<file path="src/rtl/abu_pkg.sv">
package abu_pkg;
  localparam int NUM_CH = 2;
  localparam int SEL_W  = $clog2(NUM_CH + 2);
endpackage

</file>
<file path="src/rtl/abu_regs.sv">
module abu_regs #(
  parameter int AW  = 20,
  parameter int NCH = 2,
  parameter int SW  = 2
) (
  input  logic                   clk,
  input  logic                   rst,
  input  logic                   cfg_wr,
  input  logic [SW-1:0]          cfg_sel,
  input  logic [AW-1:0]          cfg_wdata,
  input  logic [SW-1:0]          cfg_rsel,
  output logic [AW-1:0]          cfg_rdata,
  input  logic                   tie_set,
  output logic [NCH-1:0][AW-1:0] match_addr,
  output logic [NCH-1:0]         en
);
  localparam logic [SW-1:0] SEL_EN = SW'(NCH);
  localparam logic [SW-1:0] SEL_ST = SW'(NCH + 1);

  logic          tie_q;
  logic [AW-1:0] rd_n;

  for (genvar k = 0; k < NCH; k++) begin : g_ch
    always_ff @(posedge clk) begin
      if (rst) match_addr[k] <= '0;
      else if (cfg_wr && cfg_sel == SW'(k)) match_addr[k] <= cfg_wdata;
    end
  end

  always_ff @(posedge clk) begin
    if (rst) begin
      en    <= '0;
      tie_q <= 1'b0;
    end else begin
      if (cfg_wr && cfg_sel == SEL_EN) en <= cfg_wdata[NCH-1:0];
      tie_q <= (tie_q & ~(cfg_wr && cfg_sel == SEL_ST && cfg_wdata[0])) | tie_set;
    end
  end

  always_comb begin
    rd_n = '0;
    for (int k = 0; k < NCH; k++)
      if (cfg_rsel == SW'(k)) rd_n = match_addr[k];
    if (cfg_rsel == SEL_EN) rd_n = AW'(en);
    if (cfg_rsel == SEL_ST) rd_n = AW'(tie_q);
  end

  always_ff @(posedge clk) begin
    if (rst) cfg_rdata <= '0;
    else     cfg_rdata <= rd_n;
  end
endmodule

</file>
<file path="src/rtl/abu_match.sv">
module abu_match #(
  parameter int AW  = 20,
  parameter int NCH = 2
) (
  input  logic                   ins_start,
  input  logic                   isr_first,
  input  logic [AW-1:0]          ins_addr,
  input  logic [NCH-1:0][AW-1:0] match_addr,
  input  logic [NCH-1:0]         en,
  output logic                   fire,
  output logic                   tie
);
  logic [NCH-1:0] hit;
  logic           qual;

  assign qual = ins_start & ~isr_first;

  for (genvar k = 0; k < NCH; k++) begin : g_cmp
    assign hit[k] = qual & en[k] & (ins_addr == match_addr[k]);
  end

  assign fire = |hit;
  assign tie  = (hit & (hit - NCH'(1))) != '0;
endmodule

</file>
<file path="src/rtl/abu_retaddr.sv">
module abu_retaddr #(
  parameter int AW = 20
) (
  input  logic          clk,
  input  logic          rst,
  input  logic          fire,
  input  logic [AW-1:0] ins_addr,
  input  logic          plus2,
  output logic          brk_req,
  output logic [AW-1:0] stack_val
);
  always_ff @(posedge clk) begin
    if (rst) begin
      brk_req   <= 1'b0;
      stack_val <= '0;
    end else begin
      brk_req <= fire;
      if (fire) stack_val <= ins_addr + (plus2 ? AW'(2) : AW'(1));
    end
  end
endmodule

</file>
<file path="src/rtl/addr_break_unit.sv">
module addr_break_unit #(
  parameter int AW = 20
) (
  input  logic                       clk,
  input  logic                       rst,
  input  logic                       cfg_wr,
  input  logic [abu_pkg::SEL_W-1:0]  cfg_sel,
  input  logic [AW-1:0]              cfg_wdata,
  input  logic [abu_pkg::SEL_W-1:0]  cfg_rsel,
  output logic [AW-1:0]              cfg_rdata,
  input  logic                       ins_start,
  input  logic [AW-1:0]              ins_addr,
  input  logic                       plus2_class,
  input  logic                       isr_first,
  output logic                       brk_req,
  output logic [AW-1:0]              stack_val
);
  localparam int NCH = abu_pkg::NUM_CH;
  localparam int SW  = abu_pkg::SEL_W;

  logic [NCH-1:0][AW-1:0] match_addr;
  logic [NCH-1:0]         en;
  logic                   fire;
  logic                   tie;

  abu_regs #(.AW(AW), .NCH(NCH), .SW(SW)) u_regs (
    .clk(clk), .rst(rst), .cfg_wr(cfg_wr), .cfg_sel(cfg_sel),
    .cfg_wdata(cfg_wdata), .cfg_rsel(cfg_rsel), .cfg_rdata(cfg_rdata),
    .tie_set(tie), .match_addr(match_addr), .en(en)
  );

  abu_match #(.AW(AW), .NCH(NCH)) u_match (
    .ins_start(ins_start), .isr_first(isr_first), .ins_addr(ins_addr),
    .match_addr(match_addr), .en(en), .fire(fire), .tie(tie)
  );

  abu_retaddr #(.AW(AW)) u_ret (
    .clk(clk), .rst(rst), .fire(fire), .ins_addr(ins_addr),
    .plus2(plus2_class), .brk_req(brk_req), .stack_val(stack_val)
  );
endmodule

</file>
<file path="config.mk">
export PLATFORM = sky130hd
export DESIGN_NAME = addr_break_unit
export DESIGN_NICKNAME = d
export VERILOG_FILES = /design/src/rtl/abu_pkg.sv /design/src/rtl/abu_regs.sv /design/src/rtl/abu_match.sv /design/src/rtl/abu_retaddr.sv /design/src/rtl/addr_break_unit.sv
export SDC_FILE = /design/constraint.sdc
export NUM_CORES = 1
export LEC_CHECK = 0
export ABC_CLOCK_PERIOD_IN_PS = 2700
export BUFFER_PORTS_ARGS = -buffer_cell sky130_fd_sc_hd__buf_2
export CAP_MARGIN = 10
export CORE_ASPECT_RATIO = 0.75
export CORE_MARGIN = 3
export CORE_UTILIZATION = 54
export DETAILED_ROUTE_END_ITERATION = 8
export GPL_TIMING_DRIVEN = 0
export HOLD_SLACK_MARGIN = 0.08
export PLACE_DENSITY = 0.9
export SLEW_MARGIN = 25
export SYNTH_ARGS = -nofsm -noshare
export SYNTH_HDL_FRONTEND = slang
export SYNTH_SLANG_ARGS = --single-unit
export TNS_END_PERCENT = 30
</file>
<file path="constraint.sdc">
create_clock -name clk -period 2.7 [get_ports clk]
set_clock_uncertainty 0.05 [all_clocks]
set_input_delay 0 -clock clk [delete_from_list [all_inputs] [get_ports clk]]
set_output_delay 0 -clock clk [all_outputs]
set_load 0.1 [all_outputs]
</file>
==> results of run 1 <==
[per-stage QoR]
step           cells  utilization, %  power, mW  instance area [µm²]
2_1_floorplan    473               -       1.50                 4080
3_3_place_gp     650            65.1       1.59                 4600
3_5_place_dp     650            65.1       1.60                 4600
4_1_cts          695            72.1       2.50                 5090
5_1_grt          695            72.1       2.59                 5090
6_report         695            72.1       2.50                 5090
[layout make-up]
class,count,area [µm²]
buffer,39,190
fill,555,1970
sequential,84,1680
tap,98,123
inverter,5,18.8
clock inverter,5,52.6
clock buffer,10,138
timing repair buffer,109,696
multi-input combinational,345,2190
[worst max path at each step]
stage                           from             endpoint  cells after the start
3_5_place_dp   u_regs.match_addr[36]   u_ret.stack_val[7]                      7
4_1_cts        u_regs.match_addr[36]   u_ret.stack_val[7]                      7
3_3_place_gp             plus2_class  u_ret.stack_val[18]                     10
5_1_grt        u_regs.match_addr[36]   u_ret.stack_val[7]                      7
6_report       u_regs.match_addr[36]   u_ret.stack_val[7]                      7
2_1_floorplan            plus2_class  u_ret.stack_val[16]                      9
[cell families after synthesis]
family          share of synthesized area (%)
simple gates                             25.0
flops                                    41.2
compound gates                           9.39
xor+xnor                                 12.5
buf+inv                                  5.12
mux                                      5.71
fa+ha+maj                                1.10
[placed cells by master, fill, tap and decap left out, types with 21 or more instances in the layout]
| master | count |
|---|---|
| a21oi_1 | 43 |
| buf_2 | 87 |
| clkbuf_1 | 23 |
| dfxtp_1 | 84 |
| dlygate4sd3_1 | 30 |
| mux2i_1 | 21 |
| nand2_1 | 92 |
| nor2_1 | 29 |
| xnor2_1 | 26 |
| xor2_1 | 32 |
[worst register-to-register path: stages, from the launching register on]
cell	delay [ns]
dfxtp_1	0.34
xor2_1	0.19
nor4_1	0.41
nand4_1	0.17
nor4_2	0.43
clkbuf_1	0.39
o21a_1	0.23
nor3_2	0.04
[per-layer routing]
| metal | up-vias | share of wire, % |
|---|---|---|
| li1 | 1807 | - |
| met1 | 1796 | 41 |
| met2 | 191 | 48 |
| met3 | 25 | 8.9 |
| met4 | 0 | 2.2 |
| met5 | - | 0 |
[power breakdown]
group	total, mW	switching, mW	internal (mW)
clock	0.884	0.442	0.443
combinational	0.334	0.201	0.133
sequential	1.28	0.0203	1.26
[sequential cells by signal (all words and copies together), names as in the netlist]
signal / count
u_regs.cfg_rdata: 20
u_regs.en: 2
u_regs.tie_q: 1
u_ret.stack_val: 20
u_regs.match_addr: 40
u_ret.brk_req: 1
==> results.toml, run 1 <==
[status]
outcome = "finished, final reports clean"

[critical_path]
worstPathCellList = "xor2_1 -> nor4_1 -> nand4_1 -> nor4_2 -> clkbuf_1 -> o21a_1 -> nor3_2"
ff2ff_path_depth = 7
arrival_ns = 2.56
cp.required_ns = 2.87
crit_path_end_kind = "register"
r2r-start = "u_regs.match_addr[36]"
start_kind = "register"
crit_buf_inv = 1
cp_max_fo = 10
max_stage_delay_ns = 0.43
critPathSlowestCell = "nor4_2"
criticalPathCategory = "register to register"
setup.reg_to_reg.worst_slack_ns = 0.31
path_delay_family = "simple AND/OR/NAND/NOR gates"
r2r_end = "u_ret.stack_val[7]"

[synth]
synthTopCellsByArea = "dfxtp_1 (41%), nand2_1 (8.5%), xor2_1 (6.9%)"
ys.warnings.count = 0
synthCells = 473
synth_edf_count = 0
synth_top_cell_by_area = "dfxtp_1"
synth_common_cells = "nand2_1 (92), dfxtp_1 (84), a21oi_1 (43)"
yosysSeqAreaShare_pct = 41.2
async_flop_share_pct = 0
synth_ff_type = "dfxtp_1"
synth.most_common_cell = "nand2_1"
ys_seq_elements = 84
synth_fp_nets = 526
avgSynthCellArea_um2 = 8.62
synth_area_um2 = 4080
yosys.area.top_type_share_pct = 41.2
synth_cell_types = 38

[route]
drt_iter0_drc = 304
drc = 0
via_per_inst = 5.49
wl_per_cell_um = 16.2
drt_pass1_iterations = 7
vias = 3819
drt_wl_total_mm = 11.3
drtAntennaViolNets = 0

[timing]
rsz0062_at_grt = "no"
maxSlewHeadroom_pct = 49.4
finalCritPeriodShare_pct = 88.5
tns_ns = 0
min_period_ns = 2.39
whs_ns = 0.103
tightest_slew_ns = 0.759
fmax_mhz = 418
finalSetupViolCount = 0
hold_viol_final = 0
maxSlewViolCount = 0
layout_setup_ws_ns = 0.310

[flow_run]
drv_cap = 0

[grt]
grt_util_met3_pct = 6.12
grt_max_degree = 14
grt_use_total_pct = 26.8
antenna_found_initial = 0
met2_usage_pct = 46.0
busiest_layer = "met2"
grt_use_met1_pct = 33.6
grt_pass1_wl_mm = 17.9
grt-ovfl-total = 0
grt_pass1_vias = 3742

[hold_path]
min_to = "u_ret.stack_val[18]"
hp-start = "ins_addr[18]"
hold_path.class = "primary input to register"
hold_depth = 4

[clock_network]
postCtsHoldBufs = 30
cts_tree = "built"
path_clk_slew_ns = 0.09
ctsResizeCount = 0
cts_made_buffers = 9
postCtsSetupBuffers = 0
clock-sinks = 84
clockBufferDepth = 2
worstSkewPairLatency_ns = 0.36
htree_levels = 3
root_buffer = "clkbuf_8"

[floorplan]
die_h_um = 81.3
die_x_um = 106
ios = 91
die_area_um2 = 8640
initial_utilization_pct = 57.8
num_rows = 26
coreArea_um2 = 7060

[placement]
place_hpwl_mm = 8.28
pre_cts_slack_ns = 0.408
io_buffers = 79
gp_congestion = 0.949

[finish]
fin_nets = 646
drive_gt1_share_pct = 22.9
syn_to_final_growth_pct = 24.7
antennaDiodeCount = 0

[power]
p_leak_nw = 2.07
power_density_nw_per_um2 = 492
vdd.ir_drop.worst_uv = 379
(Power assumes the default switching activity.)
==> run 2: changes to the inputs <==
--- a/config.mk
+++ b/config.mk
@@ -5,16 +5,16 @@
 export SDC_FILE = /design/constraint.sdc
 export NUM_CORES = 1
 export LEC_CHECK = 0
-export ABC_CLOCK_PERIOD_IN_PS = 2700
+export ABC_CLOCK_PERIOD_IN_PS = 2000
 export BUFFER_PORTS_ARGS = -buffer_cell sky130_fd_sc_hd__buf_2
 export CAP_MARGIN = 10
 export CORE_ASPECT_RATIO = 0.75
 export CORE_MARGIN = 3
-export CORE_UTILIZATION = 54
+export CORE_UTILIZATION = 49
 export DETAILED_ROUTE_END_ITERATION = 8
 export GPL_TIMING_DRIVEN = 0
 export HOLD_SLACK_MARGIN = 0.08
-export PLACE_DENSITY = 0.9
+export PLACE_DENSITY = 0.86
 export SLEW_MARGIN = 25
 export SYNTH_ARGS = -nofsm -noshare
 export SYNTH_HDL_FRONTEND = slang
==> constraint.sdc (replaced) <==
create_clock -name clk -period 2 [get_ports clk]
set_clock_uncertainty 0.05 [all_clocks]
set_input_delay 0 -clock clk [delete_from_list [all_inputs] [get_ports clk]]
set_output_delay 0 -clock clk [all_outputs]
set_load 0.1 [all_outputs]
==> results.toml, run 2 (same netlist as run 1, synthesis figures left out) <==
[status]
outcome = "finished, final reports clean"

[timing]
fmax_mhz = 503
tightest_slew_ns = 0.758
rsz0062_at_grt = "yes"
maxSlewViolCount = 0
hold_viol_final = 0
tns_ns = 0
layout_setup_ws_ns = 0.0124
min_period_ns = 1.99
finalSetupViolCount = 0
finalCritPeriodShare_pct = 99.4
maxSlewHeadroom_pct = 49.5
whs_ns = 0.0957

[finish]
mostFrequentLayoutCells = "nand2_1 (91), buf_2 (82), dfxtp_1 (81), a21oi_1 (43)"
utilization_pct = 65.3
fill_cells = 680
design_area_um2 = 5220
top_regs = "u_regs.match_addr: 40 flops, u_regs.cfg_rdata: 20 flops, u_ret.stack_val: 20 flops"
mostFrequentLayoutCell = "nand2_1"
fin_nets = 652
syn_to_final_growth_pct = 27.9
regMostFlops = "u_regs.match_addr"
largest_reg_flops = 40
drive_gt1_share_pct = 24.8
antennaDiodeCount = 0

[grt]
grt-ovfl-total = 0
grt_max_degree = 16
grt_pass1_vias = 3733
grt_pass1_wl_mm = 18.0
grt_use_total_pct = 23.8
antenna_found_initial = 0

[placement]
gp_congestion = 0.931
place_hpwl_mm = 8.25
io_buffers = 79
postPlaceCellArea_um2 = 4610
pre_cts_slack_ns = -0.283

[clock_network]
cts_made_buffers = 9
root_buffer = "clkbuf_8"
cts_tree = "built"
worstSkewPairLatency_ns = 0.37
clock-sinks = 84
htree_levels = 3
path_clk_slew_ns = 0.09
clockBufferDepth = 2

[critical_path]
setup.reg_to_reg.worst_slack_ns = 0.01
cp.required_ns = 2.18
crit_path_end_kind = "register"
start_kind = "register"
criticalPathCategory = "register to register"
arrival_ns = 2.17
cp_max_fo = 10

[hold_path]
hold_path.class = "primary input to register"

[route]
drtAntennaViolNets = 0
drt_pass1_iterations = 5
drt_iter0_drc = 308
met1_length_mm = 5.03
via_per_inst = 5.37
wl_per_cell_um = 16.0
vias = 3804
drt_wl_total_mm = 11.4
drc = 0
maxUsedRoutingLayer = "met4"
wl_met3_um = 866
met2_length_mm = 5.27

[floorplan]
die_area_um2 = 9470
die_x_um = 111
num_rows = 28
coreArea_um2 = 7990
die_h_um = 85.0
ios = 91
initial_utilization_pct = 51.1

[flow_run]
drv_cap = 0

[power]
vdd.ir_drop.worst_uv = 374
p_leak_nw = 2.11
power_density_nw_per_um2 = 639
run 2: layout make-up:
| type | instances | area, µm² | area share [%] |
|---|---|---|---|
| Inverter | 5 | 18.8 | 0.360 |
| Multi-Input combinational cell | 345 | 2220 | 42.5 |
| Clock inverter | 6 | 46.3 | 0.888 |
| Buffer | 39 | 225 | 4.32 |
| Clock buffer | 10 | 138 | 2.64 |
| Sequential cell | 84 | 1690 | 32.3 |
| Timing Repair Buffer | 115 | 753 | 14.4 |
| Tap cell | 105 | 131 | 2.52 |
run 2: power breakdown:
group	internal [mW]	switching (mW)	leakage, nW	total, mW
clock	0.493	0.650	0.0893	1.14
sequential	1.70	0.0277	0.681	1.73
combinational	0.185	0.274	1.34	0.459
run 2: critical path, cell delays in order, from the launching register on:
cell and delay, ns:
dfxtp_2 0.34, xor2_1 0.16, nor4_1 0.26, nand4_1 0.18, nor4_4 0.33, buf_6 0.18
buf_8 0.13, o21a_1 0.16, nor3_2 0.04
run 2: final timing paths:
kind | start | end | cells after the start
worst min-delay path | ins_addr[4] | u_ret.stack_val[4] | 4
worst max-delay path | u_regs.match_addr[1] | u_ret.stack_val[9] | 8
worst min register to register | u_regs.match_addr[13] | u_regs.match_addr[13] | 2
worst max register to register | u_regs.match_addr[1] | u_ret.stack_val[9] | 8
run 2: routing by layer:
layer | up-vias | GRT usage (%)
met5 | - | 0
li1 | 1830 | -
met2 | 175 | 39.7
met3 | 21 | 6.56
met4 | 0 | 5.75
met1 | 1778 | 31.0
run 2: what timing repair did:
| item | CTS | global route |
|---|---|---|
| hold endpoints to repair | 51 | 0 |
| pin swaps | 3 | 13 |
| resized for setup | 7 | 17 |
| setup endpoints to repair | 22 | 22 |
| buffers inserted | 3 | 1 |
| hold buffers | 32 | 0 |
run 2: stage by stage:
| step | power [mW] | instances |
|---|---|---|
| floorplan | 2.02 | 473 |
| global placement | 2.15 | 657 |
| detailed placement | 2.16 | 657 |
| CTS | 3.33 | 708 |
| global route | 3.46 | 709 |
| finish | 3.33 | 709 |
==> run 3: changes to the inputs <==
--- a/config.mk
+++ b/config.mk
@@ -14,6 +14,7 @@
 export DETAILED_ROUTE_END_ITERATION = 8
 export GPL_TIMING_DRIVEN = 0
 export HOLD_SLACK_MARGIN = 0.08
+export MAX_ROUTING_LAYER = met4
 export PLACE_DENSITY = 0.86
 export SLEW_MARGIN = 25
 export SYNTH_ARGS = -nofsm -noshare
==> constraint.sdc (replaced) <==
create_clock -name clk -period 2 [get_ports clk]
set_clock_uncertainty 0.05 [all_clocks]
set_input_delay 0 -clock clk [delete_from_list [all_inputs] [get_ports clk]]
set_output_delay 0 -clock clk [all_outputs]
set_load 0.02 [all_outputs]
==> results.toml, run 3 (same netlist as run 1, synthesis figures left out) <==
[status]
outcome = "finished, final reports clean"

[route]
via_per_inst = 5.37
drt_iter0_drc = 262
vias = 3804
wl_per_cell_um = 15.9
drtAntennaViolNets = 0
drc = 0
drt_pass1_iterations = 5
drt_wl_total_mm = 11.3

[timing]
whs_ns = 0.0960
finalSetupViolCount = 0
maxSlewHeadroom_pct = 50.4
finalCritPeriodShare_pct = 98.2
maxSlewViolCount = 0
layout_setup_ws_ns = 0.0367
hold_viol_final = 0
tightest_slew_ns = 0.743
fmax_mhz = 509
rsz0062_at_grt = "yes"
tns_ns = 0
min_period_ns = 1.96

[critical_path]
criticalPathCategory = "primary input to register"
path_delay_family = "buffers and inverters"
r2r-start = "u_regs.match_addr[4]"
critPathSlowestCell = "dlygate4sd3_1"
r2r_end = "u_ret.stack_val[17]"
cp_max_fo = 10
cp.required_ns = 2.18
arrival_ns = 2.14
start_kind = "primary input"
crit_path_end_kind = "register"
crit_buf_inv = 4
worstPathCellList = "dlygate4sd3_1 -> clkbuf_4 -> xor2_1 -> nor4_1 -> nand4_1 -> nor4_4 -> buf_6 -> buf_8 -> o21a_1 -> nor3_2"
ff2ff_path_depth = 8
max_stage_delay_ns = 0.55
setup.reg_to_reg.worst_slack_ns = 0.04

[floorplan]
num_rows = 28
coreArea_um2 = 7990
ios = 91
die_h_um = 85.0
initial_utilization_pct = 51.1
die_area_um2 = 9470
die_x_um = 111

[finish]
mostFrequentLayoutCells = "nand2_1 (91), dfxtp_1 (83), buf_2 (81), a21oi_1 (42), dlygate4sd3_1 (33)"
antennaDiodeCount = 0
mostFrequentLayoutCell = "nand2_1"
regMostFlops = "u_regs.match_addr"
largest_reg_flops = 40
layoutNonFillerInstCount = 708
drive_gt1_share_pct = 24.4
top_regs = "u_regs.match_addr: 40 flops, u_regs.cfg_rdata: 20 flops, u_ret.stack_val: 20 flops"
fin_nets = 651
syn_to_final_growth_pct = 28.2

[placement]
pre_cts_slack_ns = -0.280
place.detailed.instances = 657
io_buffers = 79
gp_congestion = 0.946
place_hpwl_mm = 8.23

[hold_path]
hold_depth = 4
hold_path.class = "primary input to register"
hp-start = "ins_addr[6]"
min_to = "u_ret.stack_val[6]"

[clock_network]
cts_made_buffers = 9
root_buffer = "clkbuf_8"
worstSkewPairLatency_ns = 0.37
cts_tree = "built"
htree_levels = 3
path_clk_slew_ns = 0.09
clockBufferDepth = 2
clock-sinks = 84

[power]
power_density_nw_per_um2 = 638
finalPower_mw = 3.34
p_leak_nw = 2.11
vdd.ir_drop.worst_uv = 373

[grt]
grt_max_degree = 17
antenna_found_initial = 0
grt_use_total_pct = 24.7
grt_pass1_wl_mm = 18.2
grt_pass1_vias = 3796
grt-ovfl-total = 0

[flow_run]
drv_cap = 0
==> run 3: worst max path at each step <==
| stage | cells after the start | end | slack [ns] | from |
|---|---|---|---|---|
| 2_1_floorplan | 9 | u_ret.stack_val[16] | 0.07 | plus2_class |
| 3_3_place_gp | 10 | u_ret.stack_val[18] | -0.23 | plus2_class |
| 3_5_place_dp | 10 | u_ret.stack_val[18] | -0.28 | plus2_class |
| 4_1_cts | 8 | u_regs.tie_q | 0.002 | u_regs.match_addr[23] |
| 5_1_grt | 8 | u_ret.stack_val[6] | -0.05 | u_regs.match_addr[4] |
| 6_report | 10 | u_ret.stack_val[17] | 0.04 | ins_addr[4] |
==> run 3: layout make-up <==
class	instances	area [µm²]
clock buffer	10	138
timing repair buffer	114	751
inverter	5	18.8
tap	105	131
sequential	84	1680
multi-input combinational	345	2220
fill	678	2760
clock inverter	6	53.8
buffer	39	235
==> run 3: routing by layer <==
layer / wire [µm] / GRT usage (%) / share of wire (%) / vias to the layer above
met5: 0 / - / 0 / -
met4: 221 / 5.41 / 2.0 / 0
met3: 875 / 6.20 / 7.8 / 22
met2: 5250 / 40.5 / 47 / 163
met1: 4930 / 31.2 / 44 / 1788
li1: - / - / - / 1831
==> run 3: timing repair <==
action	CTS	global route
gates resized for setup	8	17
hold buffers	33	0
endpoints found under the hold margin	53	0
setup endpoints to repair	22	22
pin swaps	4	7
buffers inserted	2	0
==> run 3: metrics by stage <==
stage	area (µm²)	utilization [%]
final	5230	65.5
after global routing	5230	65.5
after CTS	5170	64.8
after detailed placement	4610	57.7
after global placement	4610	57.7
after floorplan	4080	-
==> run 3: report_power, final <==
group          switching, mW  total (mW)  internal [mW]
clock                  0.667        1.18          0.509
combinational          0.242       0.428          0.186
sequential            0.0281        1.73           1.70
==> run 3: worst register-to-register path, cell delays in order (launching register included) <==
cell     delay (ns)
dfxtp_2        0.34
xor2_1         0.16
nor4_1         0.27
nand4_1        0.18
nor4_4         0.32
buf_6          0.18
buf_8          0.14
o21a_1         0.14
nor3_2         0.04
